--- src/rtl/sq_pkg.sv ---
package sq_pkg;

    typedef enum logic [3:0] {
        ST_CMD,
        ST_TA1,
        ST_TA2,
        ST_HDR,
        ST_MEM,
        ST_DCRC,
        ST_STAT,
        ST_ONES,
        ST_WSP_OFS,
        ST_WSP_DAT,
        ST_RSP_OFS,
        ST_RSP_DAT,
        ST_WST,
        ST_PROG,
        ST_IGNORE
    } seq_state_t;

    localparam logic [7:0] CMD_RD_LEGACY = 8'hF0;
    localparam logic [7:0] CMD_RD_PAGED  = 8'hC3;
    localparam logic [7:0] CMD_RD_ALL    = 8'h65;
    localparam logic [7:0] CMD_RD_STAT   = 8'hAA;
    localparam logic [7:0] CMD_WR_SP     = 8'h6C;
    localparam logic [7:0] CMD_RD_SP     = 8'h69;
    localparam logic [7:0] CMD_COPY_SP   = 8'h48;
    localparam logic [7:0] CMD_WR_STAT   = 8'h55;

    // One byte through the reflected CRC-8 (x^8+x^5+x^4+1), LSB first.
    function automatic logic [7:0] crc8_step(input logic [7:0] c, input logic [7:0] d);
        logic [7:0] r;
        r = c;
        for (int i = 0; i < 8; i++) begin
            if (r[0] ^ d[i]) r = (r >> 1) ^ 8'h8C;
            else             r = r >> 1;
        end
        return r;
    endfunction

endpackage

--- src/rtl/sq_crc8.sv ---
module sq_crc8
    import sq_pkg::*;
(
    input  logic       clk,
    input  logic       rst_n,
    input  logic       clr,
    input  logic       upd,
    input  logic [7:0] din,
    output logic [7:0] crc
);

    logic [7:0] crc_q;

    always_ff @(posedge clk or negedge rst_n) begin
        if (!rst_n)   crc_q <= 8'h00;
        else if (clr) crc_q <= 8'h00;
        else if (upd) crc_q <= crc8_step(crc_q, din);
    end

    assign crc = crc_q;

endmodule

--- src/rtl/sq_busy_timer.sv ---
module sq_busy_timer #(
    parameter int CYCLES = 64
) (
    input  logic clk,
    input  logic rst_n,
    input  logic start,
    output logic busy,
    output logic done
);

    localparam int CW = $clog2(CYCLES);
    localparam logic [CW-1:0] LAST = CW'(CYCLES - 1);

    logic          run_q;
    logic [CW-1:0] cnt_q;

    assign busy = run_q;
    assign done = run_q && (cnt_q == LAST);

    always_ff @(posedge clk or negedge rst_n) begin
        if (!rst_n) begin
            run_q <= 1'b0;
            cnt_q <= '0;
        end else if (start && !run_q) begin
            run_q <= 1'b1;
            cnt_q <= '0;
        end else if (run_q) begin
            if (cnt_q == LAST) run_q <= 1'b0;
            cnt_q <= cnt_q + 1'b1;
        end
    end

endmodule

--- src/rtl/sq_store.sv ---
module sq_store #(
    parameter int PAGES      = 5,
    parameter int PAGE_BYTES = 32,
    parameter int SP_BYTES   = 8
) (
    input  logic                                   clk,
    input  logic                                   rst_n,
    input  logic [$clog2(PAGES*PAGE_BYTES)-1:0]    rd_idx,
    output logic [7:0]                             rd_byte,
    input  logic                                   sp_we,
    input  logic [$clog2(SP_BYTES)-1:0]            sp_idx,
    input  logic [7:0]                             sp_wbyte,
    output logic [7:0]                             sp_rbyte,
    input  logic                                   copy_go,
    input  logic [15:0]                            copy_addr,
    input  logic                                   wp_go,
    input  logic [PAGES-1:0]                       wp_mask,
    output logic [PAGES-1:0]                       wp
);

    localparam int MEM_BYTES = PAGES * PAGE_BYTES;
    localparam int MIDX_W    = $clog2(MEM_BYTES);
    localparam int SP_W      = $clog2(SP_BYTES);
    localparam int PG_SH     = $clog2(PAGE_BYTES);
    localparam logic [15:0] MEM_LIM = 16'(MEM_BYTES);

    logic [7:0]       mem  [MEM_BYTES];
    logic [7:0]       sp_q [SP_BYTES];
    logic [PAGES-1:0] wp_q;
    logic             page_open;
    logic             copy_ok;

    always_comb begin
        page_open = 1'b0;
        for (int p = 0; p < PAGES; p++) begin
            if ((copy_addr >> PG_SH) == 16'(p)) page_open = wp_q[p];
        end
    end

    assign copy_ok = copy_go && (copy_addr < MEM_LIM) && page_open;

    for (genvar b = 0; b < MEM_BYTES; b++) begin : g_cell
        localparam logic [MIDX_W-SP_W-1:0] BLK = (MIDX_W-SP_W)'(b / SP_BYTES);
        localparam int LANE = b % SP_BYTES;
        logic [7:0] cell_q;
        always_ff @(posedge clk or negedge rst_n) begin
            if (!rst_n)
                cell_q <= 8'hFF;
            else if (copy_ok && (copy_addr[MIDX_W-1:SP_W] == BLK))
                cell_q <= sp_q[LANE];
        end
        assign mem[b] = cell_q;
    end

    always_ff @(posedge clk or negedge rst_n) begin
        if (!rst_n) begin
            for (int i = 0; i < SP_BYTES; i++) sp_q[i] <= 8'hFF;
        end else if (sp_we) begin
            sp_q[sp_idx] <= sp_wbyte;
        end
    end

    always_ff @(posedge clk or negedge rst_n) begin
        if (!rst_n)     wp_q <= '1;
        else if (wp_go) wp_q <= wp_q & wp_mask;
    end

    assign rd_byte  = mem[rd_idx];
    assign sp_rbyte = sp_q[sp_idx];
    assign wp       = wp_q;

endmodule

--- src/rtl/pagemem_cmdseq.sv ---
module pagemem_cmdseq
    import sq_pkg::*;
#(
    parameter int PAGES        = 5,
    parameter int PAGE_BYTES   = 32,
    parameter int LEGACY_PAGES = 4,
    parameter int SP_BYTES     = 8,
    parameter int STAT_BYTES   = 8,
    parameter int PROG_CYCLES  = 64
) (
    input  logic       clk,
    input  logic       rst_n,
    input  logic       link_reset,
    input  logic       rx_valid,
    input  logic [7:0] rx_data,
    input  logic       tx_req,
    output logic       tx_valid,
    output logic [7:0] tx_data,
    output logic       busy
);

    localparam int MEM_BYTES = PAGES * PAGE_BYTES;
    localparam int LEG_BYTES = LEGACY_PAGES * PAGE_BYTES;
    localparam int MIDX_W    = $clog2(MEM_BYTES);
    localparam int SP_W      = $clog2(SP_BYTES);
    localparam int PG_SH     = $clog2(PAGE_BYTES);
    localparam int SIDX_W    = $clog2(STAT_BYTES);
    localparam logic [15:0] MEM_LIM    = 16'(MEM_BYTES);
    localparam logic [15:0] MEM_LAST   = 16'(MEM_BYTES - 1);
    localparam logic [15:0] LEG_LIM    = 16'(LEG_BYTES);
    localparam logic [15:0] LEG_MASK   = 16'(LEG_BYTES - 1);
    localparam logic [15:0] STAT_LIM   = 16'(STAT_BYTES);
    localparam logic [15:0] STAT_LAST  = 16'(STAT_BYTES - 1);
    localparam logic [15:0] SP_LIM     = 16'(SP_BYTES);
    localparam logic [15:0] ALIGN_MASK = ~16'(SP_BYTES - 1);

    seq_state_t  state_q, state_d;
    logic [7:0]  cmd_q, cmd_d;
    logic [15:0] ptr_q, ptr_d;
    logic [7:0]  tx_data_q, tx_byte;

    logic        crc_clr, crc_upd;
    logic [7:0]  crc_din, crc_val;
    logic        sp_we, prog_start, prog_done, copy_go, wp_go;
    logic [7:0]  rd_byte, sp_rbyte, stat_byte, arg_byte;
    logic [PAGES-1:0] wp_bits;
    logic        legacy_cmd, span_end;

    sq_crc8 u_crc (
        .clk (clk), .rst_n(rst_n), .clr(crc_clr), .upd(crc_upd),
        .din (crc_din), .crc(crc_val)
    );

    sq_busy_timer #(.CYCLES(PROG_CYCLES)) u_timer (
        .clk (clk), .rst_n(rst_n), .start(prog_start), .busy(busy), .done(prog_done)
    );

    sq_store #(.PAGES(PAGES), .PAGE_BYTES(PAGE_BYTES), .SP_BYTES(SP_BYTES)) u_store (
        .clk      (clk),
        .rst_n    (rst_n),
        .rd_idx   (ptr_q[MIDX_W-1:0]),
        .rd_byte  (rd_byte),
        .sp_we    (sp_we),
        .sp_idx   (ptr_q[SP_W-1:0]),
        .sp_wbyte (rx_data),
        .sp_rbyte (sp_rbyte),
        .copy_go  (copy_go),
        .copy_addr(ptr_q),
        .wp_go    (wp_go),
        .wp_mask  (ptr_q[PAGES-1:0]),
        .wp       (wp_bits)
    );

    assign legacy_cmd = (cmd_q == CMD_RD_LEGACY) || (cmd_q == CMD_RD_PAGED) ||
                        (cmd_q == CMD_RD_STAT);

    // Status field: protect bits in byte 0, fixed 00h at the top byte, FFh elsewhere.
    always_comb begin
        if (ptr_q[SIDX_W-1:0] == '0)
            stat_byte = {{(8-PAGES){1'b1}}, wp_bits};
        else if (ptr_q[SIDX_W-1:0] == STAT_LAST[SIDX_W-1:0])
            stat_byte = 8'h00;
        else
            stat_byte = 8'hFF;
    end

    always_comb begin
        unique case (cmd_q)
            CMD_RD_PAGED: span_end = &ptr_q[PG_SH-1:0];
            CMD_RD_ALL:   span_end = (ptr_q == MEM_LAST);
            default:      span_end = (ptr_q == LEG_MASK);
        endcase
    end

    // Next state and control strobes.
    always_comb begin
        state_d    = state_q;
        cmd_d      = cmd_q;
        ptr_d      = ptr_q;
        tx_byte    = 8'hFF;
        crc_clr    = 1'b0;
        crc_upd    = 1'b0;
        crc_din    = rx_data;
        sp_we      = 1'b0;
        prog_start = 1'b0;
        copy_go    = 1'b0;
        wp_go      = 1'b0;
        arg_byte   = rx_data;

        if (link_reset && state_q != ST_PROG) begin
            state_d = ST_CMD;
            crc_clr = 1'b1;
        end else begin
            unique case (state_q)
                ST_CMD: if (rx_valid) begin
                    cmd_d   = rx_data;
                    crc_upd = 1'b1;
                    unique case (rx_data)
                        CMD_RD_LEGACY, CMD_RD_PAGED, CMD_RD_ALL,
                        CMD_RD_STAT, CMD_COPY_SP:  state_d = ST_TA1;
                        CMD_WR_SP:                 state_d = ST_WSP_OFS;
                        CMD_RD_SP:                 state_d = ST_RSP_OFS;
                        CMD_WR_STAT:               state_d = ST_WST;
                        default:                   state_d = ST_IGNORE;
                    endcase
                end
                ST_TA1: if (rx_valid) begin
                    arg_byte   = legacy_cmd ? (rx_data & LEG_MASK[7:0]) : rx_data;
                    crc_din    = arg_byte;
                    crc_upd    = 1'b1;
                    ptr_d[7:0] = arg_byte;
                    state_d    = ST_TA2;
                end
                ST_TA2: if (rx_valid) begin
                    arg_byte    = legacy_cmd ? (rx_data & LEG_MASK[15:8]) : rx_data;
                    crc_din     = arg_byte;
                    crc_upd     = 1'b1;
                    ptr_d[15:8] = arg_byte;
                    if (cmd_q == CMD_COPY_SP) begin
                        ptr_d      = {arg_byte, ptr_q[7:0]} & ALIGN_MASK;
                        prog_start = 1'b1;
                        state_d    = ST_PROG;
                    end else begin
                        state_d = ST_HDR;
                    end
                end
                ST_HDR: if (tx_req) begin
                    tx_byte = crc_val;
                    crc_clr = 1'b1;
                    if (cmd_q == CMD_RD_STAT)
                        state_d = (ptr_q < STAT_LIM) ? ST_STAT : ST_ONES;
                    else if (cmd_q == CMD_RD_ALL)
                        state_d = (ptr_q < MEM_LIM) ? ST_MEM : ST_ONES;
                    else
                        state_d = ST_MEM;
                end
                ST_MEM: if (tx_req) begin
                    tx_byte = rd_byte;
                    crc_din = rd_byte;
                    crc_upd = 1'b1;
                    ptr_d   = ptr_q + 16'd1;
                    if (span_end) state_d = ST_DCRC;
                end
                ST_STAT: if (tx_req) begin
                    tx_byte = stat_byte;
                    crc_din = stat_byte;
                    crc_upd = 1'b1;
                    ptr_d   = ptr_q + 16'd1;
                    if (ptr_q == STAT_LAST) state_d = ST_DCRC;
                end
                ST_DCRC: if (tx_req) begin
                    tx_byte = crc_val;
                    crc_clr = 1'b1;
                    state_d = (cmd_q == CMD_RD_PAGED && ptr_q < LEG_LIM) ? ST_MEM : ST_ONES;
                end
                ST_ONES: ;
                ST_WSP_OFS: if (rx_valid) begin
                    ptr_d   = {8'h00, rx_data};
                    state_d = ST_WSP_DAT;
                end
                ST_WSP_DAT: if (rx_valid && ptr_q < SP_LIM) begin
                    sp_we = 1'b1;
                    ptr_d = ptr_q + 16'd1;
                end
                ST_RSP_OFS: if (rx_valid) begin
                    ptr_d   = {8'h00, rx_data};
                    state_d = ST_RSP_DAT;
                end
                ST_RSP_DAT: if (tx_req && ptr_q < SP_LIM) begin
                    tx_byte = sp_rbyte;
                    ptr_d   = ptr_q + 16'd1;
                end
                ST_WST: if (rx_valid) begin
                    ptr_d      = {8'h00, rx_data};
                    prog_start = 1'b1;
                    state_d    = ST_PROG;
                end
                ST_PROG: if (prog_done) begin
                    copy_go = (cmd_q == CMD_COPY_SP);
                    wp_go   = (cmd_q == CMD_WR_STAT);
                    state_d = ST_IGNORE;
                end
                ST_IGNORE: ;
                default: state_d = ST_IGNORE;
            endcase
        end
    end

    // State register.
    always_ff @(posedge clk or negedge rst_n) begin
        if (!rst_n) begin
            state_q <= ST_CMD;
            cmd_q   <= 8'h00;
            ptr_q   <= 16'h0000;
        end else begin
            state_q <= state_d;
            cmd_q   <= cmd_d;
            ptr_q   <= ptr_d;
        end
    end

    // Output register.
    always_ff @(posedge clk or negedge rst_n) begin
        if (!rst_n) begin
            tx_valid  <= 1'b0;
            tx_data_q <= 8'hFF;
        end else begin
            tx_valid <= tx_req;
            if (tx_req) tx_data_q <= tx_byte;
        end
    end

    assign tx_data = tx_data_q;

endmodule

--- config.mk ---
export PLATFORM = sky130hd
export DESIGN_NAME = pagemem_cmdseq
export DESIGN_NICKNAME = d
export VERILOG_FILES = /design/src/rtl/sq_pkg.sv /design/src/rtl/sq_crc8.sv /design/src/rtl/sq_busy_timer.sv /design/src/rtl/sq_store.sv /design/src/rtl/pagemem_cmdseq.sv
export SDC_FILE = /design/constraint.sdc
export NUM_CORES = 2
export LEC_CHECK = 0
export BUFFER_PORTS_ARGS = -buffer_cell sky130_fd_sc_hd__buf_2
export CAP_MARGIN = 40
export CORE_ASPECT_RATIO = 2
export CORE_MARGIN = 3
export CORE_UTILIZATION = 47
export DETAILED_ROUTE_END_ITERATION = 7
export GPL_TIMING_DRIVEN = 0
export HOLD_SLACK_MARGIN = 0.12
export SYNTH_ARGS = -nofsm -noshare
export SYNTH_HDL_FRONTEND = slang
export SYNTH_SLANG_ARGS = --single-unit
--- constraint.sdc ---
create_clock -name clk -period 11.1 [get_ports clk]
set_clock_uncertainty 0.1 [all_clocks]
set_input_delay 0.555 -clock clk [delete_from_list [all_inputs] [get_ports clk]]
set_output_delay 0.555 -clock clk [all_outputs]
set_load 0.03 [all_outputs]
# ---- Word-level counts from Yosys, hierarchy flattened
# Index checks and enable logic that the tools add are counted.
dict set report op_classes {
  add_sub_neg 2
  multipliers 0
  div_mod_pow 0
  magnitude_cmp 6
  n_eq_ne 78
  n_shift 0
  n_mux 107
  bitwise 21
  reduce_logical 53
}
# op count
set ops {}
lappend ops {{8-bit 2-to-1 mux} 41}
lappend ops {{16-bit 2-to-1 mux} 5}
lappend ops {{8-bit binary-select mux with 8-bit select} 1}
lappend ops {{64-bit bitwise mux} 1}
lappend ops {{8-bit by 7-bit == test with 1-bit output, second input constant} 8}
lappend ops {{8-bit case mux with 4 select lines} 2}
lappend ops {{4-bit 2-to-1 mux} 15}
lappend ops {{8-bit == test, second input constant} 6}
lappend ops {{4-bit case mux with 12 select lines} 1}
lappend ops {{8-bit case mux with 6 select lines} 1}
lappend ops {{5-bit by 4-bit == test with 1-bit output, second input constant} 8}
lappend ops {{8-bit case mux with 5 select lines} 1}
lappend ops {{3-bit inequality test, second input constant} 13}
lappend ops {{16-bit by 8-bit less-than comparator with 1-bit output, second input constant} 2}
lappend ops {{1-bit logical AND} 29}
lappend ops {{4-bit == test, second input constant} 7}
lappend ops {{1-bit 2-to-1 mux} 26}
lappend ops {{8-bit binary-select mux with 3-bit select} 1}
lappend ops {{8-bit demux with 3-bit select} 1}
lappend ops {{2-bit NOT with 3-bit output} 8}
lappend ops {{11-bit by 2-bit == test with 1-bit output, second input constant} 2}
lappend ops {{5-bit by 3-bit == test with 1-bit output, second input constant} 4}
lappend ops {{5-bit == test, second input constant} 4}
lappend ops {{16-bit by 1-bit adder with 16-bit output, second input constant} 1}
lappend ops {{other kinds (49)} 79}
dict set report totals {
  register_bits 1401
  latchBits 0
  ramBits 0
  rom_bits 0
  input_bits 13
  output_inout_bits 10
  word_cells 446
  n_memories 0
}

# ---- Logic depth before layout (Yosys ltp)
dict set report logic_depth {
  depth_word 39
  depth_mapped 20
  mapped_depth_nobuf 13
}

# ---- Cells and area by module
# A second synthesis with hierarchy kept.
dict set report hier_totals {
  cells_unflattened 4719
  area_unflattened_um2 67768.7
}
# mod instances cells_each area_each_um2 seq_area_each_um2
set modules_own_cells {}
lappend modules_own_cells {sq_store 1 4240 63576.0 35445.2}
lappend modules_own_cells {pagemem_cmdseq 1 400 3283.1 935.9}
lappend modules_own_cells {sq_crc8 1 50 579.3 200.2}
lappend modules_own_cells {sq_busy_timer 1 29 330.3 175.2}

# ---- Least setup slack after synthesis
# OpenSTA, ideal clock, no wires.
dict set report synth_path {
  path_kind {register -> register}
  start {reg ptr_q[1]}
  end {reg u_crc.crc_q[3] (netlist: u_crc.crc[3])}
  setup_ns 0.121
  arrival_ns 4.119
  required_time_ns 10.879
  slack_ns 6.760
  stages_incl_launch_ff 20
  path_buffers 7
  period_less_slack_ns 4.340
  cell_sequence {dfrtp_1 > buf_6 > buf_12 > buf_6 > buf_8 > buf_6 > inv_2 > buf_2 > buf_1 > ha_1 > nand2b_1 > a211oi_1 > o21ai_0 > nand2_1 > a211oi_1 > o21ai_0 > xnor2_1 > xnor3_2 > xnor2_1 > a22o_1}
}
dict set report synth_via {
  elab_chain_len 35
  word_cells_on_any_way 44
  classes_between {eq/ne (1); mux (33); bitwise (9); reduce/logical (1)}
}
# item line
set synth_lines {}
lappend synth_lines {{from (decl)} pagemem_cmdseq.sv:39} ;# logic [15:0] ptr_q, ptr_d;
lappend synth_lines {{from (signal assigned)} pagemem_cmdseq.sv:218} ;# ptr_q <= ptr_d;
lappend synth_lines {{8-bit NOT with 9-bit output (implied by the code)} sq_store.sv:68} ;# assign rd_byte = mem[rd_idx];
lappend synth_lines {{8-bit binary-select mux with 8-bit select} sq_store.sv:68}
lappend synth_lines {{8-bit 2-to-1 mux (implied by the code) (2 in series)} sq_store.sv:68}
lappend synth_lines {{8-bit 2-to-1 mux} pagemem_cmdseq.sv:157} ;# ST_MEM: if (tx_req) begin
lappend synth_lines {{8-bit case mux with 4 select lines *} pagemem_cmdseq.sv:114} ;# unique case (state_q)
lappend synth_lines {{8-bit 2-to-1 mux *} pagemem_cmdseq.sv:110} ;# if (link_reset && state_q != ST_PROG) begin
lappend synth_lines {{1-bit XOR} sq_pkg.sv:35} ;# if (r[0] ^ d[i]) r = (r >> 1) ^ 8'h8C;
lappend synth_lines {{8-bit 2-to-1 mux} sq_pkg.sv:35}
lappend synth_lines {{[18 not listed]} --}
lappend synth_lines {{8-bit 2-to-1 mux} sq_crc8.sv:16} ;# else if (clr) crc_q <= 8'h00;
lappend synth_lines {{8-bit 2-to-1 mux} sq_pkg.sv:35}
lappend synth_lines {{8-bit 2-to-1 mux} sq_crc8.sv:17} ;# else if (upd) crc_q <= crc8_step(crc_q, din);
lappend synth_lines {{8-bit 2-to-1 mux} sq_crc8.sv:16}
lappend synth_lines {{1-bit XOR} sq_pkg.sv:35}
lappend synth_lines {{8-bit 2-to-1 mux *} sq_pkg.sv:35}
lappend synth_lines {{8-bit 2-to-1 mux *} sq_crc8.sv:17}
lappend synth_lines {{8-bit 2-to-1 mux *} sq_crc8.sv:16}
lappend synth_lines {{to (signal assigned)} sq_crc8.sv:17}
lappend synth_lines {{to (decl)} sq_crc8.sv:12} ;# logic [7:0] crc_q;
# Every way passes the cells marked *; elsewhere a longest branch is shown, timed or not. The select of a mux whose other input is x is not followed.
# A chain may end at the register's enable or synchronous reset.

# ---- Worst setup path in the final report
dict set report layout_path {
  start {reg ptr_q[0]}
  end {reg u_crc.crc_q[3] (netlist: u_crc.crc[3])}
}
# The elaborated chain is that of the path after synthesis.

==> summary.md <==
| Metric | Value |
|---|---|
| Flop-to-flop setup slack | `3.21 ns` |
| Relative contribution of sequential cells to total power | `34.7%` |
| Yosys reg bits | `1401` |
| GRT Residual Overflow | `0` |
| Clock tree from TritonCTS | `done` |
| Distinct cells, synth | `84` |
| Number of nets in the layout | `4857` |
| Number of nets still failing antenna checks after routing | `0` |
| Half-perimeter wire length after detailed placement | `237100 um` |
| Final critical-path setup slack | `3.211 ns` |
| Core region area | `141500 um^2` |
| CTS H-tree depth | `4` |
| Routability Congestion | `1.082` |
| Maximum buffer depth of the clock tree | `4` |
| Effective utilization at floorplan | `47.42%` |
| Adder-cell area share of the yosys netlist | `0.09323%` |
| Category of cells accounting for the largest share of critical-path delay | `buffers and inverters` |
| Maximum number of pins on one net before global-route repair | `157` |
| Fin crit period | `7.889 ns` |
| Arrival time at the worst endpoint | `8.49 ns` |
| Startpoint of the tightest hold check path | `link_reset` |
| Unrepaired setup endpoints after global routing | `no` |
| Final-layout setup total negative slack | `0 ns` |
| Worst min-delay path category | `primary input to flop` |
| Net load switching power | `0.006063 W` |
| Hold-critical path depth | `4` |
| Global-route wire length before repair | `435900 um` |
| Number of buffers and inverters on the critical path | `8` |
| Cells on worst reg2reg path | `19` |
| Die Outline Area | `147600 um^2` |
| Die Span Y | `540.4 um` |
| Number of iterations in the first detailed-routing pass | `6` |
| Critical-path cell with the highest stage delay | `sky130_fd_sc_hd__buf_2` |
| Number of buffers inserted during clock tree synthesis | `141` |
| Maximum net fanout on the critical path | `10` |
| Resized cells post-CTS | `0` |
| Most common cell after layout, fill and taps aside | `sky130_fd_sc_hd__mux2_2` |
| Xor and xnor area share after synthesis | `0.4027%` |
| Vias/cell | `6.964` |
| Post-DR wirelength/cell | `48.04 um` |
| Final hold viol count | `0` |
| Fmax | `126.8 MHz` |
| Total Routed Length | `329700 um` |
| Number of core rows | `195` |
| Startpoint of the lowest-slack register-to-register path | `ptr_q[0]$_DFFE_PN0P_` |
| Largest family of logic cells by synthesized area | `multiplexers` |
| Die W | `273.2 um` |
| Most frequent cells in the layout | `sky130_fd_sc_hd__mux2_2, sky130_fd_sc_hd__dfstp_2, sky130_fd_sc_hd__mux4_2` |
| CTS Sinks | `1401` |
| Antenna violations before repair | `62` |
| Number of primary I/O pins | `23` |
| Type of the setup path with the least slack | `flop to flop` |
| Cell at the root of the clock tree | `sky130_fd_sc_hd__clkbuf_16` |
| Result of the run | `finished clean` |
| Total of warnings raised by yosys | `0` |
| Hold-critical path endpoint | `state_q[3]$_DFFE_PN0P_` |
| Worst setup timing slack at the placement stage | `3.911 ns` |
| Worst Tran Pin Value | `1.097 ns` |
| Int Pwr | `0.009293 W` |
| Buffers added on ports | `19` |
| Number of slew-limit violations in the final report | `0` |
| Worst-case hold slack | `0.1230 ns` |
| Mux share of post-synthesis cell area | `34.89%` |
| Kind of capture point of the worst setup path | `flop` |
| Clk Latency, worst-skew pair | `0.85 ns` |
| Cells after synthesis | `4444` |
| Complex-gate fraction of the synthesized area | `3.958%` |
| Clock network power share | `32.2%` |
| Headroom to the max-slew limit | `26.25%` |
| Gate power share | `33.1%` |
| Initial DRC Count | `5630` |
| Portion of the clock cycle consumed by the worst path in the final layout | `71.07%` |
| WP data required | `11.70 ns` |
| Share of synthesized registers carrying an async set or reset | `100.0%` |
| Endpoint of the worst register-to-register path | `u_crc.crc[3]$_DFFE_PN0P_` |
| Overall fraction of global-route tracks in use | `44.86%` |
| Synthesized net count | `4462` |
| Fraction of final layout cells sized beyond drive strength 1 | `75.13%` |
| Number of failing setup endpoints in the final timing report | `0` |
| CTS clk-pin slew, worst paths | `0.07 ns` |
| Switching part of the total | `39.48%` |
| Vias post-DR | `47790` |
| Growth of design area from synthesis to finish | `15.71%` |
| Static leakage | `31.82 nW` |
| Number of global-route vias before repair | `47050` |
| Pwr Total | `0.01536 W` |
| Largest incremental delay on the critical path | `0.88 ns` |
| Post-route DRC | `0` |
| Basic-gate share of the synthesized area counting and, or, nand and nor cells | `3.032%` |
| Most used flip-flop cell after synthesis | `sky130_fd_sc_hd__dfstp_2` |
| Synthesized area per cell | `15.10 um^2` |
| Cell Chain, Critical Path | `buf_4, buf_2, inv_2, buf_2, buf_2, buf_2, ha_1, nand2b_1, a211oi_1, buf_2, o21ai_0, nand2_1, a211oi_1, buf_2, o21ai_0, xnor2_1, xnor3_2, xnor2_1, a22o_1` |
| Peak supply drop | `0.0001588 V` |
| Number of enable-type register cells in the synthesized netlist | `0` |
| Total power per unit cell area | `197.8 nW/um^2` |
| Maximum capacitance violations | `0` |
| Top cell by count, worst path | `sky130_fd_sc_hd__buf_2` |
| Startpoint Class | `flop` |
| Sequential-to-total area share from yosys stat | `54.77%` |
| Post-Syn Area | `67110 um^2` |
==> worst max path at each step <==
| stage | startpoint | end | depth (start not counted) |
|---|---|---|---|
| 2_1_floorplan | ptr_q[1]$_DFFE_PN0P_ | u_crc.crc[3]$_DFFE_PN0P_ | 19 |
| 3_3_place_gp | rst_n | ptr_q[0]$_DFFE_PN0P_ | 1 |
| 3_5_place_dp | ptr_q[2]$_DFFE_PN0P_ | u_crc.crc[7]$_DFFE_PN0P_ | 15 |
| 4_1_cts | ptr_q[2]$_DFFE_PN0P_ | u_crc.crc[3]$_DFFE_PN0P_ | 15 |
| 5_1_grt | ptr_q[0]$_DFFE_PN0P_ | u_crc.crc[3]$_DFFE_PN0P_ | 19 |
| 6_report | ptr_q[0]$_DFFE_PN0P_ | u_crc.crc[3]$_DFFE_PN0P_ | 19 |
==> power groups by stage <==
stage	Sequential (W)	Combinational (W)	Clock [W]
finish	0.00533	0.00509	0.00494
global route	0.00533	0.00496	0.00514
CTS	0.00532	0.00477	0.00495
detailed placement	0.00539	0.00476	0
global placement	0.00536	0.00456	0
floorplan	0.00537	0.00210	0
==> through the flow <==
stage / cell area (um^2) / utilization (%) / std cells
finish: 77650 / 54.87 / 6863
global route: 77500 / 54.77 / 6803
CTS: 77340 / 54.66 / 6790
detailed placement: 72790 / 51.44 / 6554
global placement: 69540 / 49.14 / 6334
floorplan: 67110 / - / 4444
==> sequential cells by signal (all words and copies together) (netlist names), 5 cells and up <==
register               cells
u_timer.cnt_q              6
u_crc.crc                  8
tx_data                    8
u_store.g_cell.cell_q   1280
cmd_q                      8
ptr_q                     16
u_store.sp_q              64
u_store.wp                 5
==> Yosys cell counts, types with 11 or more instances <==
cell type | n | area (um^2)
sky130_fd_sc_hd__dfrtp_1 | 44 | 1101
sky130_fd_sc_hd__a21oi_1 | 51 | 255.2
sky130_fd_sc_hd__mux2i_1 | 109 | 1091
sky130_fd_sc_hd__a31oi_1 | 21 | 131.4
sky130_fd_sc_hd__buf_6 | 15 | 168.9
sky130_fd_sc_hd__mux2_2 | 1382 | 15560
sky130_fd_sc_hd__nor3b_1 | 11 | 82.58
sky130_fd_sc_hd__xnor2_1 | 17 | 148.9
sky130_fd_sc_hd__nor2_1 | 71 | 266.5
sky130_fd_sc_hd__nor2b_1 | 30 | 187.7
sky130_fd_sc_hd__nand2b_1 | 20 | 125.1
sky130_fd_sc_hd__and3_1 | 18 | 112.6
sky130_fd_sc_hd__nand3_1 | 34 | 170.2
sky130_fd_sc_hd__buf_4 | 11 | 82.58
sky130_fd_sc_hd__dfstp_2 | 1357 | 35660
sky130_fd_sc_hd__o21ai_0 | 76 | 380.4
sky130_fd_sc_hd__buf_2 | 59 | 295.3
sky130_fd_sc_hd__a221oi_1 | 40 | 350.3
sky130_fd_sc_hd__o22ai_1 | 11 | 68.82
sky130_fd_sc_hd__nor3_1 | 13 | 65.06
sky130_fd_sc_hd__nand2_1 | 165 | 619.3
sky130_fd_sc_hd__a22o_1 | 25 | 219.0
sky130_fd_sc_hd__clkbuf_1 | 304 | 1141
sky130_fd_sc_hd__a211oi_1 | 17 | 127.6
sky130_fd_sc_hd__mux4_2 | 300 | 6756
sky130_fd_sc_hd__buf_1 | 22 | 82.58
sky130_fd_sc_hd__a22oi_1 | 43 | 322.8
==> worst register-to-register path: cells and delay by family, from the launching register on <==
| kind | cells | cell delay, ns |
|---|---|---|
| adder cells (fa/ha/maj) | 1 | 0.29 |
| AO/OA/AOI/OAI | 5 | 1.24 |
| XOR/XNOR | 3 | 0.96 |
| AND/OR/NAND/NOR | 2 | 0.24 |
| flip-flops | 1 | 0.41 |
| buffers and inverters | 8 | 4.49 |
==> logic make-up (layout without fill, tap and decap cells) <==
kind of cell               Yosys count  in the layout
and+or+nand+nor                    417            417
buffers and inverters              429            915
AOI/OAI and AO/OA                  376            376
DFF                               1401           1401
adders and majority gates            5              5
muxes                             1791           1791
xor gates and xnor gates            25             25
other                                0             62
==> what timing repair did <==
item,4_1_cts,5_1_grt
hold buffers,2,0
setup buffers,0,0
hold endpoints to repair,99,0
setup endpoints to repair,0,0
==> area by class of cell <==
type,instances,area [um^2]
fill,11720,63860
sequential,1401,36760
multi-input combinational,2614,28480
clock buffer,198,4076
timing repair buffer,252,3358
tap,1871,2341
buffer,417,1979
clock inverter,36,455.4
antenna,62,155.1
inverter,12,45.04
==> routing by layer <==
metal / global-route usage, % / part of all wire [%] / up-vias
li1: - / - / 17400
met1: 49.25 / 33 / 25680
met2: 68.12 / 46 / 3387
met3: 12.88 / 9.2 / 1319
met4: 44.80 / 12 / 10
met5: 0 / 0.022 / -
No activity file was read; power rests on OpenSTA's default activity.
